==> src/rtl/pbr_pkg.sv <==
`timescale 1ns/1ps
package pbr_pkg;
  localparam int unsigned CH_W   = 8;
  localparam int unsigned PROD_W = 2 * CH_W + 1;
  localparam logic [CH_W-1:0] CH_MAX = {CH_W{1'b1}};

  localparam logic [2:0] CMB_ROP  = 3'd0;
  localparam logic [2:0] CMB_SUB  = 3'd4;
  localparam logic [2:0] CMB_RSUB = 3'd5;
  localparam logic [2:0] CMB_MIN  = 3'd6;
  localparam logic [2:0] CMB_MAX  = 3'd7;

  localparam logic [3:0] FAC_ZERO  = 4'd0;
  localparam logic [3:0] FAC_ONE   = 4'd1;
  localparam logic [3:0] FAC_SA    = 4'd4;
  localparam logic [3:0] FAC_INVSA = 4'd5;
  localparam logic [3:0] FAC_CA    = 4'd14;
  localparam logic [3:0] FAC_INVCA = 4'd15;

  // rounded product of channel and factor, both normalised to full scale
  function automatic logic [CH_W-1:0] scale_ch(input logic [CH_W-1:0] x,
                                               input logic [CH_W-1:0] f);
    logic [PROD_W-1:0] p;
    logic [PROD_W-1:0] q;
    p = PROD_W'(x) * PROD_W'(f) + PROD_W'(CH_MAX >> 1);
    q = p / PROD_W'(CH_MAX);
    return q[CH_W-1:0];
  endfunction

  function automatic logic [CH_W-1:0] combine_ch(input logic [2:0] op,
                                                 input logic [CH_W-1:0] s,
                                                 input logic [CH_W-1:0] d);
    logic [CH_W:0] sum;
    sum = {1'b0, s} + {1'b0, d};
    case (op)
      CMB_SUB:  return (s > d) ? s - d : '0;
      CMB_RSUB: return (d > s) ? d - s : '0;
      CMB_MIN:  return (s < d) ? s : d;
      CMB_MAX:  return (s > d) ? s : d;
      default:  return sum[CH_W] ? CH_MAX : sum[CH_W-1:0];
    endcase
  endfunction

  function automatic logic [CH_W-1:0] rop_ch(input logic [3:0] code,
                                             input logic [CH_W-1:0] s,
                                             input logic [CH_W-1:0] d);
    logic [CH_W-1:0] r;
    for (int i = 0; i < CH_W; i++) r[i] = code[{s[i], d[i]}];
    return r;
  endfunction
endpackage

==> src/rtl/pbr_factor_sel.sv <==
`timescale 1ns/1ps
module pbr_factor_sel
  import pbr_pkg::*;
(
  input  logic [3:0]      code,
  input  logic [CH_W-1:0] src_alpha,
  input  logic [CH_W-1:0] const_alpha,
  output logic [CH_W-1:0] factor
);
  always_comb begin
    case (code)
      FAC_ONE:   factor = CH_MAX;
      FAC_SA:    factor = src_alpha;
      FAC_INVSA: factor = CH_MAX - src_alpha;
      FAC_CA:    factor = const_alpha;
      FAC_INVCA: factor = CH_MAX - const_alpha;
      default:   factor = '0;
    endcase
  end
endmodule

==> src/rtl/pbr_channel.sv <==
`timescale 1ns/1ps
module pbr_channel
  import pbr_pkg::*;
(
  input  logic [2:0]      op,
  input  logic [3:0]      rop_code,
  input  logic [CH_W-1:0] s_val,
  input  logic [CH_W-1:0] d_val,
  input  logic [CH_W-1:0] s_fac,
  input  logic [CH_W-1:0] d_fac,
  output logic [CH_W-1:0] result
);
  logic [CH_W-1:0] s_scaled;
  logic [CH_W-1:0] d_scaled;

  always_comb begin
    s_scaled = scale_ch(s_val, s_fac);
    d_scaled = scale_ch(d_val, d_fac);
    if (op == CMB_ROP) result = rop_ch(rop_code, s_val, d_val);
    else               result = combine_ch(op, s_scaled, d_scaled);
  end
endmodule

==> src/rtl/pix_blend_rop.sv <==
`timescale 1ns/1ps
module pix_blend_rop
  import pbr_pkg::*;
#(
  parameter int unsigned NCH = 4,
  parameter int unsigned OPW = 11
) (
  input  logic                 clk,
  input  logic                 rst_n,
  input  logic                 in_valid,
  input  logic [NCH*CH_W-1:0]  src_px,
  input  logic [NCH*CH_W-1:0]  dst_px,
  input  logic [NCH*CH_W-1:0]  const_px,
  input  logic [OPW-1:0]       op_word,
  input  logic                 blend_en,
  input  logic                 copy_mode,
  output logic                 out_valid,
  output logic [NCH*CH_W-1:0]  out_px
);
  localparam int unsigned PX_W  = NCH * CH_W;
  localparam int unsigned A_LSB = PX_W - CH_W;

  // stage 0: effective source and factor decode
  logic [PX_W-1:0] src_eff;
  logic [CH_W-1:0] src_alpha_eff;
  logic [CH_W-1:0] sfac_d;
  logic [CH_W-1:0] dfac_d;

  always_comb begin
    src_eff = src_px;
    if (copy_mode) src_eff[PX_W-1:A_LSB] = '0;
    src_alpha_eff = src_eff[PX_W-1:A_LSB];
  end

  pbr_factor_sel u_sfac (
    .code(op_word[7:4]), .src_alpha(src_alpha_eff),
    .const_alpha(const_px[PX_W-1:A_LSB]), .factor(sfac_d));
  pbr_factor_sel u_dfac (
    .code(op_word[3:0]), .src_alpha(src_alpha_eff),
    .const_alpha(const_px[PX_W-1:A_LSB]), .factor(dfac_d));

  // stage 1 registers
  logic            v1;
  logic            en1;
  logic [2:0]      op1;
  logic [3:0]      rop1;
  logic [PX_W-1:0] raw1;
  logic [PX_W-1:0] s1;
  logic [PX_W-1:0] d1;
  logic [CH_W-1:0] sf1;
  logic [CH_W-1:0] df1;

  always_ff @(posedge clk or negedge rst_n) begin
    if (!rst_n) begin
      v1 <= 1'b0; en1 <= 1'b0; op1 <= '0; rop1 <= '0;
      raw1 <= '0; s1 <= '0; d1 <= '0; sf1 <= '0; df1 <= '0;
    end else begin
      v1   <= in_valid;
      en1  <= blend_en;
      op1  <= op_word[10:8];
      rop1 <= op_word[3:0];
      raw1 <= src_px;
      s1   <= src_eff;
      d1   <= dst_px;
      sf1  <= sfac_d;
      df1  <= dfac_d;
    end
  end

  // stage 1 compute: one lane per channel
  logic [PX_W-1:0] lane_res;

  for (genvar c = 0; c < NCH; c++) begin : g_lane
    pbr_channel u_ch (
      .op(op1), .rop_code(rop1),
      .s_val(s1[c*CH_W +: CH_W]), .d_val(d1[c*CH_W +: CH_W]),
      .s_fac(sf1), .d_fac(df1),
      .result(lane_res[c*CH_W +: CH_W]));
  end

  logic [PX_W-1:0] stage1_px;
  assign stage1_px = en1 ? lane_res : raw1;

  always_ff @(posedge clk or negedge rst_n) begin
    if (!rst_n) begin
      out_valid <= 1'b0;
      out_px    <= '0;
    end else begin
      out_valid <= v1;
      out_px    <= stage1_px;
    end
  end
endmodule

==> config.mk <==
export PLATFORM = sky130hd
export DESIGN_NAME = pix_blend_rop
export DESIGN_NICKNAME = d
export VERILOG_FILES = /design/src/rtl/pbr_pkg.sv /design/src/rtl/pbr_factor_sel.sv /design/src/rtl/pbr_channel.sv /design/src/rtl/pix_blend_rop.sv
export SDC_FILE = /design/constraint.sdc
export NUM_CORES = 2
export LEC_CHECK = 0
export ABC_CLOCK_PERIOD_IN_PS = 15000
export BUFFER_PORTS_ARGS = -buffer_cell sky130_fd_sc_hd__buf_2
export CORE_ASPECT_RATIO = 0.5
export CORE_MARGIN = 10
export CORE_UTILIZATION = 65
export DETAILED_ROUTE_END_ITERATION = 6
export GPL_ROUTABILITY_DRIVEN = 0
export MAX_ROUTING_LAYER = met4
export PLACE_DENSITY_LB_ADDON = 0.3
export SETUP_SLACK_MARGIN = 0.2
export SLEW_MARGIN = 20
export SYNTH_ARGS = -nofsm -noshare
export SYNTH_HDL_FRONTEND = slang
export SYNTH_SLANG_ARGS = --single-unit
==> constraint.sdc <==
create_clock -name clk -period 15 [get_ports clk]
set_input_delay 0.75 -clock clk [delete_from_list [all_inputs] [get_ports clk]]
set_output_delay 0.75 -clock clk [all_outputs]
set_load 0.01 [all_outputs]
==> results.py <==
metrics = {
    "run_status": {
        "outcome": "complete, but fails checks",
        "violations": "DRC",
    },
    "clock_network": {
        "clkSlewWorstSetupHoldPaths_ns": 0.06,
        "cts_buffer_depth": 2,
        "cts_max_level": 4,
        "root_buffer": "clkbuf_16",
        "clock-sinks": 130,
        "clkLatencyLatePin_ns": 0.47,
        "ctsHoldBuffers": 0,
        "cts_tree": "done",
        "cts-buffers-inserted": 17,
    },
    "synth": {
        "synth.distinct_cells": 148,
        "ys.warnings.count": 0,
        "syn_inst": 6515,
        "syn_avg_cell_area_sq_um": 7.51,
        "synth_seq_cells": 130,
        "synthArstFlopShare_pct": 100,
        "synth_flop_cell": "dfrtp_1",
        "syn-num-nets": 7392,
        "syn_area_sq_um": 49000,
        "synth_seq_area_share_pct": 6.65,
        "synth_edf_count": 0,
    },
    "sta": {
        "period_minus_slack_ns": 14.41,
        "period_share_pct": 96.0,
        "hold_slack_ns": 0.297,
        "finalHoldViolCount": 0,
        "setup_tns_ns": 0,
        "setup_viol": 0,
        "slew_headroom_pct": 21.9,
        "tightest_slew_ns": 1.16,
        "drv_slew": 0,
        "max_freq_mhz": 69.4,
        "finClkSkew_ns": 0.00948,
    },
    "drt": {
        "vias": 52253,
        "ant_nets": 0,
        "drtIter0Drc": 7335,
        "avgRoutedWirePerCell_um": 20.1,
        "dr.pass1.iters": 7,
        "drc": 11,
        "vias_per_cell": 6.92,
        "wirelength_um": 152000,
    },
    "setup_path": {
        "end_kind": "flop",
        "critical_path_class": "flop to flop",
        "cp-start-kind": "flop",
        "r2r-end": "out_px[21]$_DFF_PN0_",
        "crit_required_ns": 15.31,
        "cp_common_cell": "fa_1",
        "cp_slowest_stage_delay_ns": 0.60,
        "rrSetupSlack_ns": 0.59,
        "rr_worst_depth": 52,
        "cp.arrival_ns": 14.71,
        "slowest_stage": "dfrtp_4",
        "r2r_start": "df1[4]$_DFF_PN0_",
        "critPathMaxFanout": 16,
    },
    "run": {
        "maxCapViolations": 0,
    },
    "place": {
        "dpl_cell_area_sq_um": 50400,
        "numPortBuffers": 120,
        "dp_hpwl_um": 117000,
    },
    "cells_and_area": {
        "nets": 7376,
        "fin_util_pct": 70.4,
        "fin_area_sq_um": 52700,
        "drive_gt1_share_pct": 11.1,
        "area_growth_syn_to_layout_pct": 7.65,
    },
    "global_route": {
        "grt_pass1_wl_um": 241000,
        "grt_pass1_vias": 48907,
        "grt_remaining_overflow": 0,
        "antenna_found_initial": 13,
        "grt_start_max_net_pins": 73,
        "grt_usage_pct": 32.8,
    },
    "floorplan": {
        "num_rows": 71,
        "dieHeight_um": 214,
        "start_util_pct": 65.4,
        "die_area_sq_um": 87400,
        "ios": 145,
        "coreArea_sq_um": 74900,
        "fp.dieW_um": 408,
    },
    "hold_path": {
        "hold_path.class": "input port to async pin",
    },
}
## metrics by stage
| step | setup slack, ns | instances |
|---|---|---|
| 6_report | 0.594 | 7546 |
| 5_1_grt | -0.0000124 | 7546 |
| 4_1_cts | 0.194 | 7494 |
| 3_5_place_dp | 0.146 | 7462 |
| 3_3_place_gp | 0.381 | 7462 |
| 2_1_floorplan | 1.75 | 6515 |
## flip-flops by register name, summed over array words and instances, names as in the netlist
| name | count |
|---|---|
| d1 | 32 |
| df1 | 8 |
| en1 | 1 |
| op1 | 3 |
| out_px | 32 |
| out_valid | 1 |
| raw1 | 8 |
| rop1 | 4 |
| s1 | 32 |
| sf1 | 8 |
| v1 | 1 |
## cell families after synthesis
logic type	share of synthesized area, %
multiplexers	3.20
AO/OA/AOI/OAI	28.1
buffers and inverters	7.32
XOR/XNOR	4.45
flip-flops	6.65
AND/OR/NAND/NOR	25.3
adder cells (fa/ha/maj)	25.0
## worst max-delay path by stage
stage	slack, ns	start	cells past startpoint	end
2_1_floorplan	1.75	df1[7]$_DFF_PN0_	56	out_px[5]$_DFF_PN0_
3_3_place_gp	0.38	df1[2]$_DFF_PN0_	54	out_px[4]$_DFF_PN0_
3_5_place_dp	0.15	df1[2]$_DFF_PN0_	54	out_px[4]$_DFF_PN0_
5_1_grt	-0.00001	s1[25]$_DFF_PN0_	55	out_px[24]$_DFF_PN0_
6_report	0.59	df1[4]$_DFF_PN0_	52	out_px[21]$_DFF_PN0_
4_1_cts	0.19	df1[2]$_DFF_PN0_	55	out_px[4]$_DFF_PN0_
## critical path: cells and delay by family, from the launching register on
kind | cells | cell delay (ns)
AO/OA/AOI/OAI | 18 | 4.51
AND/OR/NAND/NOR | 17 | 4.40
adder cells (fa/ha/maj) | 8 | 3.37
buffers and inverters | 7 | 0.95
flip-flops | 1 | 0.60
multiplexers | 2 | 0.41
## repair_timing
item	in CTS	in global routing
cloned	0	2
setup endpoints to repair	11	32
buffers inserted	0	38
gates resized for setup	7	235
pin swaps	0	25
## placed cells by master, fill, tap and decap left out, types with 61 or more instances in the layout
cell,netlist,final
a211oi_1,88,81
a21o_1,115,115
a21oi_1,367,356
a31oi_1,97,86
and2_1,391,391
and3_1,66,65
buf_2,27,119
buf_4,4,129
dfrtp_1,130,107
fa_1,348,348
ha_1,417,416
inv_1,636,636
nand2_1,655,649
nand3_1,170,164
nand4_1,75,75
nor2_1,459,456
nor3_1,169,159
o211ai_1,105,105
o21a_1,70,70
o21ai_0,269,264
o22ai_1,61,61
or3_1,63,62
xnor2_1,174,166
xor2_1,69,61
## metal layers
| layer | GRT usage (%) | up-vias | routed length [um] |
|---|---|---|---|
| li1 | - | 23519 | - |
| met1 | 40.6 | 24653 | 58600 |
| met2 | 52.3 | 3379 | 69300 |
| met3 | 5.12 | 702 | 16100 |
| met4 | 15.5 | 0 | 7960 |
| met5 | - | - | 0 |
## synth_stat cells, types with 75 or more instances
| master | count | share of area [%] |
|---|---|---|
| xnor2_1 | 174 | 3.1 |
| ha_1 | 417 | 11 |
| nand2_1 | 655 | 5.0 |
| a211oi_1 | 88 | 1.3 |
| inv_1 | 636 | 4.9 |
| a21oi_1 | 367 | 3.8 |
| nor3_1 | 169 | 1.7 |
| o211ai_1 | 105 | 1.6 |
| a31oi_1 | 97 | 1.2 |
| nor2_1 | 459 | 3.5 |
| fa_1 | 348 | 14 |
| nand3_1 | 170 | 1.7 |
| dfrtp_1 | 130 | 6.6 |
| and2_1 | 391 | 5.0 |
| nand4_1 | 75 | 0.96 |
| clkbuf_1 | 250 | 1.9 |
| a21o_1 | 115 | 1.8 |
| o21ai_0 | 269 | 2.8 |
## final cells by class
| type | instances | area, sq um |
|---|---|---|
| Multi-Input combinational cell | 5451 | 43300 |
| Fill cell | 5830 | 22200 |
| Sequential cell | 130 | 3300 |
| Inverter | 640 | 2400 |
| Timing Repair Buffer | 259 | 1750 |
| Tap cell | 1022 | 1280 |
| Clock buffer | 19 | 443 |
| Clock inverter | 13 | 171 |
| Antenna cell | 12 | 30.0 |
Power is not shown: default switching activity piles up to over one toggle a cycle in this logic, so the estimate is an artifact.
